**config.mk**
```make
export PLATFORM = sky130hd
export DESIGN_NAME = ps2_host_seq
export DESIGN_NICKNAME = d
export VERILOG_FILES = /design/src/rtl/ps2seq_pkg.sv /design/src/rtl/ps2seq_prog.sv /design/src/rtl/ps2seq_wdog.sv /design/src/rtl/ps2seq_bus.sv /design/src/rtl/ps2seq_core.sv /design/src/rtl/ps2_host_seq.sv
export SDC_FILE = /design/constraint.sdc
export NUM_CORES = 1
export LEC_CHECK = 0
export ABC_AREA = 1
export BUFFER_PORTS_ARGS = -buffer_cell sky130_fd_sc_hd__buf_2
export CORE_ASPECT_RATIO = 0.9
export CORE_MARGIN = 2
export CORE_UTILIZATION = 55
export CTS_BUF_LIST = sky130_fd_sc_hd__clkbuf_4
export CTS_CLUSTER_SIZE = 16
export DETAILED_ROUTE_END_ITERATION = 10
export GPL_TIMING_DRIVEN = 1
export PLACE_DENSITY_LB_ADDON = 0.2
export SLEW_MARGIN = 20
export SYNTH_ARGS = -nofsm -noshare
export SYNTH_HDL_FRONTEND = slang
export SYNTH_SLANG_ARGS = --single-unit
export TNS_END_PERCENT = 100
```
**constraint.sdc**
```tcl
create_clock -name clk -period 1.8 [get_ports clk]
set_input_delay 0.27 -clock clk [delete_from_list [all_inputs] [get_ports clk]]
set_output_delay 0.27 -clock clk [all_outputs]
set_load 0.01 [all_outputs]
```
**src/rtl/ps2seq_pkg.sv**
```systemverilog
package ps2seq_pkg;

  localparam int unsigned BYTE_W = 8;
  localparam int unsigned PC_W   = 3;

  // status register bit positions decoded by the sequencer
  localparam int unsigned STAT_OFULL = 0;
  localparam int unsigned STAT_IFULL = 1;

  // controller commands
  localparam logic [BYTE_W-1:0] CMD_SET_CFG = 8'h60;
  localparam logic [BYTE_W-1:0] CMD_TO_AUX  = 8'hD4;

  // configuration byte fields
  localparam logic [BYTE_W-1:0] CFG_KBD_IRQ = 8'h01;
  localparam logic [BYTE_W-1:0] CFG_AUX_IRQ = 8'h02;
  localparam logic [BYTE_W-1:0] CFG_KBD_OFF = 8'h10;
  localparam logic [BYTE_W-1:0] CFG_AUX_OFF = 8'h20;
  localparam logic [BYTE_W-1:0] CFG_XLATE   = 8'h40;

  localparam logic [BYTE_W-1:0] CFG_SHUT  = CFG_KBD_OFF | CFG_AUX_OFF;
  localparam logic [BYTE_W-1:0] CFG_RUN   = CFG_KBD_IRQ | CFG_AUX_IRQ | CFG_XLATE;
  localparam logic [BYTE_W-1:0] CFG_QUIET = CFG_XLATE;

  typedef enum logic [1:0] {
    OP_INIT    = 2'd0,
    OP_QUIESCE = 2'd1,
    OP_KBD     = 2'd2,
    OP_AUX     = 2'd3
  } op_e;

  typedef enum logic [1:0] {
    K_CMD   = 2'd0,
    K_DAT   = 2'd1,
    K_FLUSH = 2'd2,
    K_END   = 2'd3
  } kind_e;

  typedef struct packed {
    kind_e             kind;
    logic [BYTE_W-1:0] val;
  } step_t;

  typedef enum logic [2:0] {
    S_IDLE  = 3'd0,
    S_POLL  = 3'd1,
    S_WRITE = 3'd2,
    S_FSTAT = 3'd3,
    S_FDATA = 3'd4
  } st_e;

endpackage

```
**src/rtl/ps2seq_prog.sv**
```systemverilog
module ps2seq_prog
  import ps2seq_pkg::*;
(
  input  op_e               op,
  input  logic [PC_W-1:0]   pc,
  input  logic [BYTE_W-1:0] ubyte,
  output step_t             step
);

  always_comb begin
    step = '{kind: K_END, val: '0};
    unique case (op)
      OP_INIT: begin
        unique case (pc)
          3'd0:    step = '{kind: K_CMD,   val: CMD_SET_CFG};
          3'd1:    step = '{kind: K_DAT,   val: CFG_SHUT};
          3'd2:    step = '{kind: K_FLUSH, val: '0};
          3'd3:    step = '{kind: K_CMD,   val: CMD_SET_CFG};
          3'd4:    step = '{kind: K_DAT,   val: CFG_RUN};
          default: step = '{kind: K_END,   val: '0};
        endcase
      end
      OP_QUIESCE: begin
        unique case (pc)
          3'd0:    step = '{kind: K_CMD, val: CMD_SET_CFG};
          3'd1:    step = '{kind: K_DAT, val: CFG_QUIET};
          default: step = '{kind: K_END, val: '0};
        endcase
      end
      OP_KBD: begin
        if (pc == 3'd0) step = '{kind: K_DAT, val: ubyte};
        else            step = '{kind: K_END, val: '0};
      end
      OP_AUX: begin
        unique case (pc)
          3'd0:    step = '{kind: K_CMD, val: CMD_TO_AUX};
          3'd1:    step = '{kind: K_DAT, val: ubyte};
          default: step = '{kind: K_END, val: '0};
        endcase
      end
      default: step = '{kind: K_END, val: '0};
    endcase
  end

endmodule

```
**src/rtl/ps2seq_wdog.sv**
```systemverilog
module ps2seq_wdog #(
  parameter int unsigned LIMIT = 16
) (
  input  logic clk,
  input  logic rst_n,
  input  logic clr,
  input  logic tick,
  output logic hit
);

  localparam int unsigned CNT_W = (LIMIT < 2) ? 1 : $clog2(LIMIT);
  localparam logic [CNT_W-1:0] LAST = CNT_W'(LIMIT - 1);

  logic [CNT_W-1:0] cnt;

  assign hit = tick && (cnt == LAST);

  always_ff @(posedge clk or negedge rst_n) begin
    if (!rst_n)      cnt <= '0;
    else if (clr)    cnt <= '0;
    else if (tick)   cnt <= cnt + 1'b1;
  end

endmodule

```
**src/rtl/ps2seq_bus.sv**
```systemverilog
module ps2seq_bus
  import ps2seq_pkg::*;
(
  input  st_e               state,
  input  step_t             step,
  output logic              bus_addr,
  output logic              bus_rd,
  output logic              bus_wr,
  output logic [BYTE_W-1:0] bus_wdata
);

  always_comb begin
    bus_addr  = 1'b0;
    bus_rd    = 1'b0;
    bus_wr    = 1'b0;
    bus_wdata = '0;
    unique case (state)
      S_POLL, S_FSTAT: begin
        bus_rd   = 1'b1;
        bus_addr = 1'b1;
      end
      S_FDATA: bus_rd = 1'b1;
      S_WRITE: begin
        bus_wr    = 1'b1;
        bus_addr  = (step.kind == K_CMD);
        bus_wdata = step.val;
      end
      default: ;
    endcase
  end

endmodule

```
**src/rtl/ps2seq_core.sv**
```systemverilog
module ps2seq_core
  import ps2seq_pkg::*;
(
  input  logic              clk,
  input  logic              rst_n,
  input  logic              req_valid,
  input  logic [1:0]        req_op,
  input  logic [BYTE_W-1:0] req_byte,
  input  logic              stat_ifull,
  input  logic              stat_ofull,
  input  step_t             step_nxt,
  input  logic              wd_hit,
  output st_e               state,
  output logic [PC_W-1:0]   pc,
  output op_e               op_q,
  output logic [BYTE_W-1:0] byte_q,
  output logic              busy,
  output logic              done,
  output logic              tmo_err,
  output logic              wd_clr,
  output logic              wd_tick
);

  logic accept;
  logic advance;

  assign busy    = (state != S_IDLE);
  assign accept  = req_valid && !busy;
  assign advance = (state == S_WRITE) || (state == S_FSTAT && !stat_ofull);
  assign wd_tick = (state == S_POLL && stat_ifull) || (state == S_FDATA);
  assign wd_clr  = !busy || advance;

  always_ff @(posedge clk or negedge rst_n) begin
    if (!rst_n) begin
      state   <= S_IDLE;
      pc      <= '0;
      op_q    <= OP_INIT;
      byte_q  <= '0;
      done    <= 1'b0;
      tmo_err <= 1'b0;
    end else begin
      done <= 1'b0;
      unique case (state)
        S_IDLE: begin
          if (accept) begin
            state  <= S_POLL;
            pc     <= '0;
            op_q   <= op_e'(req_op);
            byte_q <= req_byte;
          end
        end
        S_POLL: begin
          if (!stat_ifull) begin
            state <= S_WRITE;
          end else if (wd_hit) begin
            state   <= S_IDLE;
            done    <= 1'b1;
            tmo_err <= 1'b1;
          end
        end
        S_FSTAT: begin
          if (stat_ofull) state <= S_FDATA;
        end
        S_FDATA: begin
          if (wd_hit) begin
            state   <= S_IDLE;
            done    <= 1'b1;
            tmo_err <= 1'b1;
          end else begin
            state <= S_FSTAT;
          end
        end
        default: ;
      endcase
      if (advance) begin
        pc <= pc + 1'b1;
        unique case (step_nxt.kind)
          K_END: begin
            state <= S_IDLE;
            done  <= 1'b1;
          end
          K_FLUSH: state <= S_FSTAT;
          default: state <= S_POLL;
        endcase
      end
    end
  end

endmodule

```
**src/rtl/ps2_host_seq.sv**
```systemverilog
module ps2_host_seq
  import ps2seq_pkg::*;
#(
  parameter int unsigned TMO_POLLS = 16
) (
  input  logic              clk,
  input  logic              rst_n,
  input  logic              req_valid,
  output logic              req_ready,
  input  logic [1:0]        req_op,
  input  logic [BYTE_W-1:0] req_byte,
  output logic              busy,
  output logic              done,
  output logic              tmo_err,
  output logic              bus_addr,
  output logic              bus_rd,
  output logic              bus_wr,
  output logic [BYTE_W-1:0] bus_wdata,
  input  logic [BYTE_W-1:0] bus_rdata
);

  localparam int unsigned LOOKAHEAD = 2;

  st_e               state;
  logic [PC_W-1:0]   pc;
  op_e               op_q;
  logic [BYTE_W-1:0] byte_q;
  logic              wd_clr;
  logic              wd_tick;
  logic              wd_hit;
  step_t             steps [LOOKAHEAD];

  logic unused_rdata;
  assign unused_rdata = ^bus_rdata[BYTE_W-1:2];

  // current step and the one after it
  for (genvar g = 0; g < LOOKAHEAD; g++) begin : g_prog
    ps2seq_prog u_prog (
      .op    (op_q),
      .pc    (pc + PC_W'(g)),
      .ubyte (byte_q),
      .step  (steps[g])
    );
  end

  ps2seq_core u_core (
    .clk        (clk),
    .rst_n      (rst_n),
    .req_valid  (req_valid),
    .req_op     (req_op),
    .req_byte   (req_byte),
    .stat_ifull (bus_rdata[STAT_IFULL]),
    .stat_ofull (bus_rdata[STAT_OFULL]),
    .step_nxt   (steps[1]),
    .wd_hit     (wd_hit),
    .state      (state),
    .pc         (pc),
    .op_q       (op_q),
    .byte_q     (byte_q),
    .busy       (busy),
    .done       (done),
    .tmo_err    (tmo_err),
    .wd_clr     (wd_clr),
    .wd_tick    (wd_tick)
  );

  ps2seq_wdog #(.LIMIT(TMO_POLLS)) u_wdog (
    .clk   (clk),
    .rst_n (rst_n),
    .clr   (wd_clr),
    .tick  (wd_tick),
    .hit   (wd_hit)
  );

  ps2seq_bus u_bus (
    .state     (state),
    .step      (steps[0]),
    .bus_addr  (bus_addr),
    .bus_rd    (bus_rd),
    .bus_wr    (bus_wr),
    .bus_wdata (bus_wdata)
  );

  assign req_ready = !busy;

endmodule

```
==> out/metrics.csv <==
stage,metric,value,unit
layout,Final nets,270,
global_routing,vias in the first global route,1357,
floorplan,I/O pin count,36,
place,pre-CTS setup slack,0.04413,ns
critical_path,Critical Path AT,1.78,ns
routing,vias per cell,5.299,
timing,worst slew pin tran,0.5000,ns
hold_path,HP Class,primary input to flop,
routing,DRT iter0 DRCs,60,
layout,antenna cells,0,
critical_path,Worst path max stage delay,0.46,ns
timing,skew final,0.007895,ns
cts,CTS sink count,22,
place,IO Port Bufs,29,
critical_path,Critical Path Start Type,flop,
timing,crit share post-route,113.6,%
power_and_ir_drop,leakage,0.001020,uW
timing,setup TNS,-1.772,ns
yosys,Synth Warn #,0,
global_routing,first-pass GRT wire length,5526,um
routing,# DRC,0,
timing,RSZ-0062 raised after global routing,yes,
yosys,post-synthesis sequential area ratio,38.26,%
cts,number of buffers created by CTS,3,
global_routing,antenna violations before repair,0,
critical_path,critical path type,flop to primary output,
timing,hold violation count in the final report,0,
global_routing,pin count of the biggest net entering global routing,23,
timing,PnR worst setup slack,-0.2452,ns
cts,CTS Buffer Depth,2,
floorplan,Die Y,52.53,um
cts,clk slew on worst S/H paths,0.12,ns
outcome,failing checks,setup timing,
routing,via count,1420,
floorplan,FP Rows,17,
power_and_ir_drop,pwr dens,422.4,nW/um^2
floorplan,Initial Utilization,58.32,%
yosys,Syn Inst Count,200,
yosys,Syn Std Cell Area,1439,um^2
timing,max frequency,0.4890,GHz
cts,clk_lat worst skew,0.32,ns
cts,CTS tree,yes,
layout,area delta synth->final,23.83,%
place,HPWL Detailed,2443,um
layout,Multi-input gate area,839.6,um^2
critical_path,crit path max-delay cell type,dfrtp_2,
layout,fillers,189,
critical_path,"Max FO, Critical Path",5,
run,# Max-Cap Violations,0,
layout,share of cells above drive strength 1,32.08,%
critical_path,crit path capture type,primary output,
routing,ANT nets after route,0,
power_and_ir_drop,Total Power,752.6,uW
floorplan,die footprint,3042,um^2
critical_path,critical path required time,1.53,ns
yosys,Synth cell types,24,
cts,CTS HTree Levels,1,
yosys,Synth Net Count,228,
outcome,status,"finished, violations left",
routing,average wire per standard cell,12.43,um
place,gpl congestion,0.9531,
timing,endpoints failing setup,9,
floorplan,die extent in x,57.92,um
floorplan,CORE AREA,2467,um^2
routing,Initial DRT Pass Iterations,4,
layout,sequential cell area,551.8,um^2
yosys,Post-Syn Area per Cell,7.194,um^2
yosys,Seq cells post-synth,22,
timing,Worst slew margin,66.66,%
critical_path,crit-path cells,"inv_2, ha_4, nand2_4, a21oi_4, and2_4, nand2_2, a21oi_1, buf_2",
routing,final wirelength,3331,um
cts,CTS Root Buffer Type,clkbuf_4,
global_routing,global route total overflow,0,
layout,Final Util,72.21,%
power_and_ir_drop,worst vdd ir,0.5092,mV
global_routing,GRT Util Overall,24.27,%
timing,Final Slew Violations,0,
timing,Final min period,2.045,ns
[path summary, 6_finish.rpt]
| check | start | end | slack (ns) | cells past startpoint |
|---|---|---|---|---|
| worst min-delay path | req_op[1] | u_core.op_q[1] | 0.18 | 3 |
| min in group asynchronous | rst_n | u_core.op_q[1] | 0.43 | 2 |
| worst max-delay path | u_core.pc[0] | bus_wdata[7] | -0.25 | 8 |
| worst max register to register | u_core.pc[0] | u_core.state[0] | 0.13 | 9 |
| worst min register to register | u_core.tmo_err | u_core.tmo_err | 0.48 | 2 |
| max in group asynchronous | rst_n | u_core.pc[0] | 1.00 | 2 |
[area by class of cell]
type,instances,area share (%)
Multi-Input combinational cell,150,47.12
Tap cell,28,1.966
Sequential cell,22,30.97
Inverter,26,5.618
Clock buffer,3,1.264
Timing Repair Buffer,39,13.06
[synth_stat cells]
master / number / area share, %
a21oi_1: 8 / 2.8
clkinv_1: 1 / 0.26
inv_2: 3 / 0.78
nand2_4: 1 / 0.78
nand3b_1: 1 / 0.52
nand3_1: 19 / 6.6
and2_4: 1 / 0.61
nand2_1: 59 / 15
nor2_2: 1 / 0.44
inv_1: 21 / 5.5
ha_1: 7 / 6.1
o21ai_1: 2 / 0.70
a31oi_1: 1 / 0.44
o21ai_0: 12 / 4.2
inv_4: 1 / 0.44
nand2_2: 4 / 1.7
nand4_1: 2 / 0.87
buf_6: 2 / 1.6
nor2_4: 1 / 0.78
dfrtp_1: 22 / 38
nand3_2: 1 / 0.70
o22ai_1: 2 / 0.87
a21oi_2: 7 / 4.3
nor2_1: 21 / 5.5
[cells in the final DEF (no fill, tap or decap)]
| cell type | Yosys | final |
|---|---|---|
| o21ai_1 | 2 | 7 |
| dlygate4sd3_1 | 0 | 1 |
| a31oi_1 | 1 | 1 |
| and2_4 | 1 | 1 |
| buf_4 | 0 | 8 |
| a21oi_2 | 7 | 9 |
| inv_4 | 1 | 1 |
| a21oi_4 | 0 | 1 |
| buf_6 | 2 | 2 |
| inv_1 | 21 | 19 |
| clkbuf_4 | 0 | 3 |
| nand3b_1 | 1 | 1 |
| o21ai_0 | 12 | 7 |
| nor2_2 | 1 | 1 |
| nand2_4 | 1 | 2 |
| dfrtp_1 | 22 | 21 |
| nand3_1 | 19 | 17 |
| o22ai_1 | 2 | 2 |
| buf_2 | 0 | 28 |
| nor2_4 | 1 | 1 |
| dfrtp_2 | 0 | 1 |
| ha_2 | 0 | 2 |
| nand4_1 | 2 | 2 |
| clkinv_1 | 1 | 1 |
| nand3_2 | 1 | 3 |
| nand2_2 | 4 | 7 |
| nor2_1 | 21 | 21 |
| nand2_1 | 59 | 55 |
| ha_1 | 7 | 3 |
| a21oi_1 | 8 | 5 |
| inv_2 | 3 | 5 |
| ha_4 | 0 | 2 |
[critical path, delay by kind of cell, from the launching register on]
family / cells / cell delay (ns)
adder cells (fa/ha/maj): 1 / 0.16
AO/OA/AOI/OAI: 2 / 0.27
buffers and inverters: 2 / 0.25
AND/OR/NAND/NOR: 3 / 0.32
flip-flops: 1 / 0.46
[layer usage]
metal / vias to the layer above / share of wire [%] / global-route usage (%)
li1: 726 / - / -
met1: 630 / 42 / 27.86
met2: 59 / 51 / 44.51
met3: 5 / 6.0 / 3.951
met4: 0 / 1.6 / 10.47
met5: - / 0 / 0
[state kept, by name, indices dropped and copies added (netlist names)]
signal / flops
u_core.tmo_err: 1
u_core.pc: 3
u_core.byte_q: 8
u_core.state: 3
u_core.done: 1
u_core.op_q: 2
u_wdog.cnt: 4
[power by group]
| part | total, uW | internal, uW | switching (uW) |
|---|---|---|---|
| logic | 29.7 | 12.5 | 17.1 |
| clock network | 229 | 78.5 | 150 |
| registers | 494 | 494 | 0 |
| total | 753 | 585 | 167 |
[what timing repair did]
item                                    CTS  global route
endpoints found under the hold margin    22             0
cloned                                    0             0
hold buffers                              1             0
buffers inserted                          4             2
gates resized for setup                  13            14
pin swaps                                 4             3
endpoints found under the setup margin    9            10
[metrics by stage]
stage / cell area (um^2) / hold slack [ns] / instances
4_1_cts: 1727 / 0.1688 / 266
3_5_place_dp: 1619 / 0.2730 / 258
6_report: 1782 / 0.1793 / 268
2_1_floorplan: 1439 / -0.02559 / 200
3_3_place_gp: 1619 / 0.2640 / 258
5_1_grt: 1782 / 0.1708 / 268
[cells by family after synthesis]
group,Yosys count,share of synthesized area (%)
AOI/OAI and AO/OA,32,13.22
and+or+nand+nor,111,33.91
buffers and inverters,28,8.522
adders and majority gates,7,6.087
DFF,22,38.26
Note: power is estimated with default switching activity, not from simulation.
